[src/rtl/moesi_pkg.sv]
package moesi_pkg;
  localparam int STW = 3;

  typedef enum logic [STW-1:0] {
    ST_I = 3'd0,
    ST_S = 3'd1,
    ST_E = 3'd2,
    ST_O = 3'd3,
    ST_M = 3'd4
  } line_st_t;

  typedef enum logic [1:0] {
    CPU_RD  = 2'd0,
    CPU_WR  = 2'd1,
    CPU_EV  = 2'd2,
    CPU_NOP = 2'd3
  } cpu_op_t;

  typedef enum logic [1:0] {
    BUS_RD   = 2'd0,
    BUS_RDX  = 2'd1,
    BUS_UPGR = 2'd2,
    BUS_NOP  = 2'd3
  } bus_op_t;
endpackage

[src/rtl/moesi_cpu_ctrl.sv]
module moesi_cpu_ctrl
  import moesi_pkg::*;
(
  input  logic     go,
  input  cpu_op_t  op,
  input  line_st_t cur,
  input  logic     peer_copy,
  output logic     upd,
  output line_st_t nxt,
  output logic     req,
  output bus_op_t  req_op,
  output logic     inv,
  output logic     wb
);
  always_comb begin
    upd    = 1'b0;
    nxt    = cur;
    req    = 1'b0;
    req_op = BUS_RD;
    inv    = 1'b0;
    wb     = 1'b0;
    if (go) begin
      unique case (op)
        CPU_RD: begin
          if (cur == ST_I) begin
            req = 1'b1;
            upd = 1'b1;
            nxt = peer_copy ? ST_S : ST_E;
          end
        end
        CPU_WR: begin
          upd = 1'b1;
          nxt = ST_M;
          if (cur == ST_I) begin
            req    = 1'b1;
            req_op = BUS_RDX;
            inv    = 1'b1;
          end else if (cur == ST_S || cur == ST_O) begin
            req    = 1'b1;
            req_op = BUS_UPGR;
            inv    = 1'b1;
          end
        end
        CPU_EV: begin
          upd = 1'b1;
          nxt = ST_I;
          wb  = (cur == ST_M) || (cur == ST_O);
        end
        default: ;
      endcase
    end
  end
endmodule

[src/rtl/moesi_snoop_ctrl.sv]
module moesi_snoop_ctrl
  import moesi_pkg::*;
(
  input  logic     go,
  input  bus_op_t  op,
  input  line_st_t cur,
  output logic     upd,
  output line_st_t nxt,
  output logic     supply
);
  logic dirty_or_excl;
  assign dirty_or_excl = (cur == ST_M) || (cur == ST_O) || (cur == ST_E);

  always_comb begin
    upd    = 1'b0;
    nxt    = cur;
    supply = 1'b0;
    if (go && cur != ST_I) begin
      unique case (op)
        BUS_RD: begin
          supply = dirty_or_excl;
          if (cur == ST_M) begin
            upd = 1'b1;
            nxt = ST_O;
          end else if (cur == ST_E) begin
            upd = 1'b1;
            nxt = ST_S;
          end
        end
        BUS_RDX: begin
          supply = dirty_or_excl;
          upd    = 1'b1;
          nxt    = ST_I;
        end
        BUS_UPGR: begin
          upd = 1'b1;
          nxt = ST_I;
        end
        default: ;
      endcase
    end
  end
endmodule

[src/rtl/moesi_state_store.sv]
module moesi_state_store
  import moesi_pkg::*;
#(
  parameter int LINES = 4,
  localparam int IW = (LINES > 1) ? $clog2(LINES) : 1
) (
  input  logic               clk,
  input  logic               rst_n,
  input  logic               we,
  input  logic [IW-1:0]      widx,
  input  line_st_t           wdata,
  output logic [LINES*STW-1:0] st_flat
);
  for (genvar g = 0; g < LINES; g++) begin : g_line
    logic     en;
    line_st_t q;
    assign en = we && (widx == IW'(g));
    always_ff @(posedge clk or negedge rst_n) begin
      if (!rst_n)  q <= ST_I;
      else if (en) q <= wdata;
    end
    assign st_flat[g*STW +: STW] = q;
  end
endmodule

[src/rtl/moesi_line_ctrl.sv]
module moesi_line_ctrl
  import moesi_pkg::*;
#(
  parameter int LINES = 4,
  localparam int IW = (LINES > 1) ? $clog2(LINES) : 1
) (
  input  logic          clk,
  input  logic          rst_n,
  input  logic          cpu_valid,
  input  logic [1:0]    cpu_op,
  input  logic [IW-1:0] cpu_idx,
  input  logic          cpu_peer_copy,
  output logic          cpu_stall,
  input  logic          snp_valid,
  input  logic [1:0]    snp_op,
  input  logic [IW-1:0] snp_idx,
  output logic          bus_req,
  output logic [1:0]    bus_op,
  output logic          inval,
  output logic          supply,
  output logic          wb,
  input  logic [IW-1:0] probe_idx,
  output logic [2:0]    probe_state
);
  logic [LINES*STW-1:0] st_flat;
  line_st_t cpu_st, snp_st;
  logic     cpu_go;
  logic     c_upd, s_upd, c_req, c_inv, c_wb, s_sup;
  line_st_t c_nxt, s_nxt;
  bus_op_t  c_rop;
  logic     we;
  logic [IW-1:0] widx;
  line_st_t wdata;

  assign cpu_st = line_st_t'(st_flat[cpu_idx*STW +: STW]);
  assign snp_st = line_st_t'(st_flat[snp_idx*STW +: STW]);
  assign cpu_go = cpu_valid && !snp_valid;

  moesi_cpu_ctrl u_cpu (
    .go(cpu_go), .op(cpu_op_t'(cpu_op)), .cur(cpu_st), .peer_copy(cpu_peer_copy),
    .upd(c_upd), .nxt(c_nxt), .req(c_req), .req_op(c_rop), .inv(c_inv), .wb(c_wb)
  );

  moesi_snoop_ctrl u_snp (
    .go(snp_valid), .op(bus_op_t'(snp_op)), .cur(snp_st),
    .upd(s_upd), .nxt(s_nxt), .supply(s_sup)
  );

  always_comb begin
    we    = s_upd || c_upd;
    widx  = s_upd ? snp_idx : cpu_idx;
    wdata = s_upd ? s_nxt : c_nxt;
  end

  moesi_state_store #(.LINES(LINES)) u_store (
    .clk(clk), .rst_n(rst_n), .we(we), .widx(widx), .wdata(wdata), .st_flat(st_flat)
  );

  assign cpu_stall   = cpu_valid && snp_valid;
  assign bus_req     = c_req;
  assign bus_op      = c_req ? c_rop : 2'd0;
  assign inval       = c_inv;
  assign supply      = s_sup;
  assign wb          = c_wb;
  assign probe_state = st_flat[probe_idx*STW +: STW];
endmodule

[config.mk]
export PLATFORM = sky130hd
export DESIGN_NAME = moesi_line_ctrl
export DESIGN_NICKNAME = d
export VERILOG_FILES = /design/src/rtl/moesi_pkg.sv /design/src/rtl/moesi_cpu_ctrl.sv /design/src/rtl/moesi_snoop_ctrl.sv /design/src/rtl/moesi_state_store.sv /design/src/rtl/moesi_line_ctrl.sv
export SDC_FILE = /design/constraint.sdc
export NUM_CORES = 1
export LEC_CHECK = 0
export ABC_AREA = 0
export CORE_UTILIZATION = 54
export DETAILED_ROUTE_END_ITERATION = 8
export PLACE_DENSITY = 0.8
export SYNTH_ARGS = -nofsm -noshare
export SYNTH_HDL_FRONTEND = slang
export SYNTH_SLANG_ARGS = --single-unit
[constraint.sdc]
create_clock -name clk -period 3.6 [get_ports clk]
set_input_delay 0.72 -clock clk [delete_from_list [all_inputs] [get_ports clk]]
set_output_delay 0.72 -clock clk [all_outputs]
set_load 0.02 [all_outputs]
==> flow_metrics.env <==
export IMPL_status="finished clean"
export IMPL_syn_inst=98
export IMPL_clock_path_buffers=2
export IMPL_synth_area_mm2=0.00115
export IMPL_cts_tree="done"
export IMPL_hpwl_um=2110
export IMPL_worstSetupPathType="primary input to primary output"
export IMPL_rsz0062_at_grt="no"
export IMPL_met2WireLength_um=1460
export IMPL_place_area_mm2=0.00151
export IMPL_worst_setup_path_end_kind="primary output"
export IMPL_synth_top_area_share_pct=26.2
export IMPL_cts_buffers=3
export IMPL_synth_cell_type_count=33
export IMPL_wl_met3_um=147
export IMPL_drt_wirelength_per_cell_um=16.2
export IMPL_initial_utilization_pct=57.8
export IMPL_rows=16
export IMPL_swShare_pct=38.5
export IMPL_cts_root_buf="clkbuf_4"
export IMPL_nets=161
export IMPL_ir_worst_vdd_uv=518
export IMPL_p_leak_nw=0.717
export IMPL_switchingPower_mw=0.321
export IMPL_synthFlopType="dfrtp_1"
export IMPL_top_register="u_store.g_line.q"
export IMPL_clock_latency_ns=0.28
export IMPL_grt_pass1_vias=901
export IMPL_ff2ff_path_depth=6
export IMPL_cts_resized=5
export IMPL_slowest_stage="clkdlybuf4s50_1"
export IMPL_track_usage_pct=26.4
export IMPL_m1WireLength_um=994
export IMPL_io_buffers=24
export IMPL_pwr_share_clk_pct=13.0
export IMPL_reg_top3="u_store.g_line.q x12"
export IMPL_h_tree_depth=1
export IMPL_postCtsHoldBufs=0
export IMPL_antenna_cells=0
export IMPL_cellPowerDensity_mw_per_mm2=542
export IMPL_largest_register_ff_count=12
export IMPL_combPwrFrac_pct=57.3
export IMPL_p_int_mw=0.513
export IMPL_dp_cells=161
export IMPL_area_growth_pct=34.3
export IMPL_die_area_mm2=0.00231
export IMPL_total_power_mw=0.835
export IMPL_routed_via_density=6.16
export IMPL_clkTransAtPathRegs_ns=0.07
export IMPL_hold_class="register to register"
export IMPL_setup_viol=0
export IMPL_whs_path_depth=1
export IMPL_grt_first_pass_wirelength_um=4000
export IMPL_vias=1016
export IMPL_clkSinkCount=12
export IMPL_drtIter0Drc=27
export IMPL_fmax_ghz=0.286
export IMPL_slew_violations=0
export IMPL_pwr_share_seq_pct=29.7
export IMPL_antenna_found_initial=0
export IMPL_coreArea_mm2=0.00198
export IMPL_highest_layer="met4"
export IMPL_grt_ovfl_total=0
export IMPL_cpPeakStageDelay_ns=0.58
export IMPL_grt_start_max_net_pins=13
export IMPL_dr_pass1_iters=4
export IMPL_postCtsSetupBuffers=0
export IMPL_hold_viol_final=0
export IMPL_die_h_um=48.1
export IMPL_relSlewSlack_pct=62.8
export IMPL_yosysTopAreaCell="dfrtp_1"
export IMPL_tightest_slew_ns=0.551
export IMPL_crit_required_ns=2.88
export IMPL_synth_area_per_cell_um2=11.7
export IMPL_antenna_left=0
export IMPL_ys_top_cells_by_area="dfrtp_1, mux4_2, mux2_2, ha_1, o32ai_2"
export IMPL_finalCritPeriodShare_pct=97.0
export IMPL_ys_warn_count=0
export IMPL_synth_edff_count=0
export IMPL_ios=25
export IMPL_path_max_fanout=6
export IMPL_max_cap_viol_count=0
export IMPL_ys_seq_elements=12
export IMPL_syn_nets=120
export IMPL_die_w_um=48.1
export IMPL_fin_cells=165
export IMPL_startpoint_type="primary input"
export IMPL_routed_wl_um=2670
export IMPL_min_period_ns=3.49
export IMPL_remaining_drc_errors=0
export IMPL_holdWs_ns=0.571
export IMPL_finalClockSkew_ns=0.00218
export IMPL_utilization_pct=77.7
export IMPL_crit_chain="clkdlybuf4s50_1, mux4_2, buf_4, nor2_1, o211ai_1, nor3_1, dlygate4sd2_1"
export IMPL_final_area_mm2=0.00154
export IMPL_gp_congestion=0.989
export IMPL_cp_arrival_ns=2.77
export IMPL_synthArstFlopShare_pct=100
export IMPL_synth_yosys_seq_area_share_pct=26.2
export IMPL_drive_gt1_share_pct=33.3
critical path, delay by kind of cell:
| family | cells | cell delay, ns |
|---|---|---|
| buffers and inverters | 3 | 1.10 |
| AOI/OAI and AO/OA | 1 | 0.15 |
| and+or+nand+nor | 2 | 0.27 |
| muxes | 1 | 0.53 |
synthesized netlist by cell type, types with 2 or more instances:
cell type and n:
inv_1 14, nand2_1 2, mux2i_1 3, nor2_1 4, o22ai_1 2, mux2_2 13, mux4_2 9, o21ai_0 2
o21a_1 2, nand3_1 2, dfrtp_1 12, ha_1 7, a21oi_1 3, o32ai_2 4
final timing paths:
| path | startpoint | to | slack (ns) |
|---|---|---|---|
| min in group asynchronous | rst_n | u_store.g_line[2].q[0]$_DFFE_PN0P_ | 0.79 |
| max reg2reg | u_store.g_line[2].q[0]$_DFFE_PN0P_ | u_store.g_line[2].q[1]$_DFFE_PN0P_ | 0.91 |
| max | cpu_idx[0] | bus_op[0] | 0.11 |
| min | u_store.g_line[3].q[1]$_DFFE_PN0P_ | u_store.g_line[3].q[1]$_DFFE_PN0P_ | 0.57 |
| min reg2reg | u_store.g_line[3].q[1]$_DFFE_PN0P_ | u_store.g_line[3].q[1]$_DFFE_PN0P_ | 0.57 |
| max in group asynchronous | rst_n | u_store.g_line[3].q[1]$_DFFE_PN0P_ | 2.45 |
routing by layer:
metal  vias to the layer above  track usage, %
li1                        461               -
met5                         -               0
met4                         0            12.2
met3                         9            4.15
met2                        51            48.6
met1                       495            29.4
cell usage in the layout, fill, tap and decap left out, types with 2 or more instances in the layout:
master | netlist | layout
a21oi_1 | 3 | 3
buf_4 | 0 | 13
clkbuf_4 | 0 | 3
clkdlybuf4s50_1 | 0 | 18
dfrtp_1 | 12 | 12
dlygate4sd2_1 | 0 | 5
ha_1 | 7 | 7
inv_1 | 14 | 14
mux2_2 | 13 | 13
mux2i_1 | 3 | 3
mux4_2 | 9 | 9
nand2_1 | 2 | 2
nand3_1 | 2 | 2
nor2_1 | 4 | 4
o21a_1 | 2 | 2
o21ai_0 | 2 | 2
o22ai_1 | 2 | 2
o32ai_2 | 4 | 4
logic make-up after synthesis:
family                     synth area share (%)
xor gates and xnor gates                  0.764
muxes                                      33.1
DFF                                        26.2
buffers and inverters                      5.57
and+or+nand+nor                            8.84
AOI/OAI and AO/OA                          17.9
adders and majority gates                  7.64
through the flow:
| step | setup TNS, ns | setup slack (ns) |
|---|---|---|
| 3_5_place_dp | -1.07 | -0.178 |
| 2_1_floorplan | 0 | 0.716 |
| 5_1_grt | 0 | 0.00237 |
| 6_report | 0 | 0.107 |
| 4_1_cts | 0 | 0.00740 |
| 3_3_place_gp | -0.454 | -0.143 |
power groups by stage:
| stage | Combinational (mW) | Sequential, mW | Clock (mW) |
|---|---|---|---|
| 5_1_grt | 0.512 | 0.254 | 0.116 |
| 4_1_cts | 0.479 | 0.244 | 0.111 |
| 6_report | 0.478 | 0.248 | 0.109 |
| 3_3_place_gp | 0.467 | 0.242 | 0 |
| 2_1_floorplan | 0.304 | 0.221 | 0 |
| 3_5_place_dp | 0.478 | 0.245 | 0 |
area by class of cell:
type,instances,area [um2]
Timing Repair Buffer,37,334
Tap cell,27,33.8
Multi-Input combinational cell,71,782
Clock buffer,4,36.3
Inverter,14,52.6
Fill cell,129,443
Sequential cell,12,300
Power figures use the tool's default switching activity.
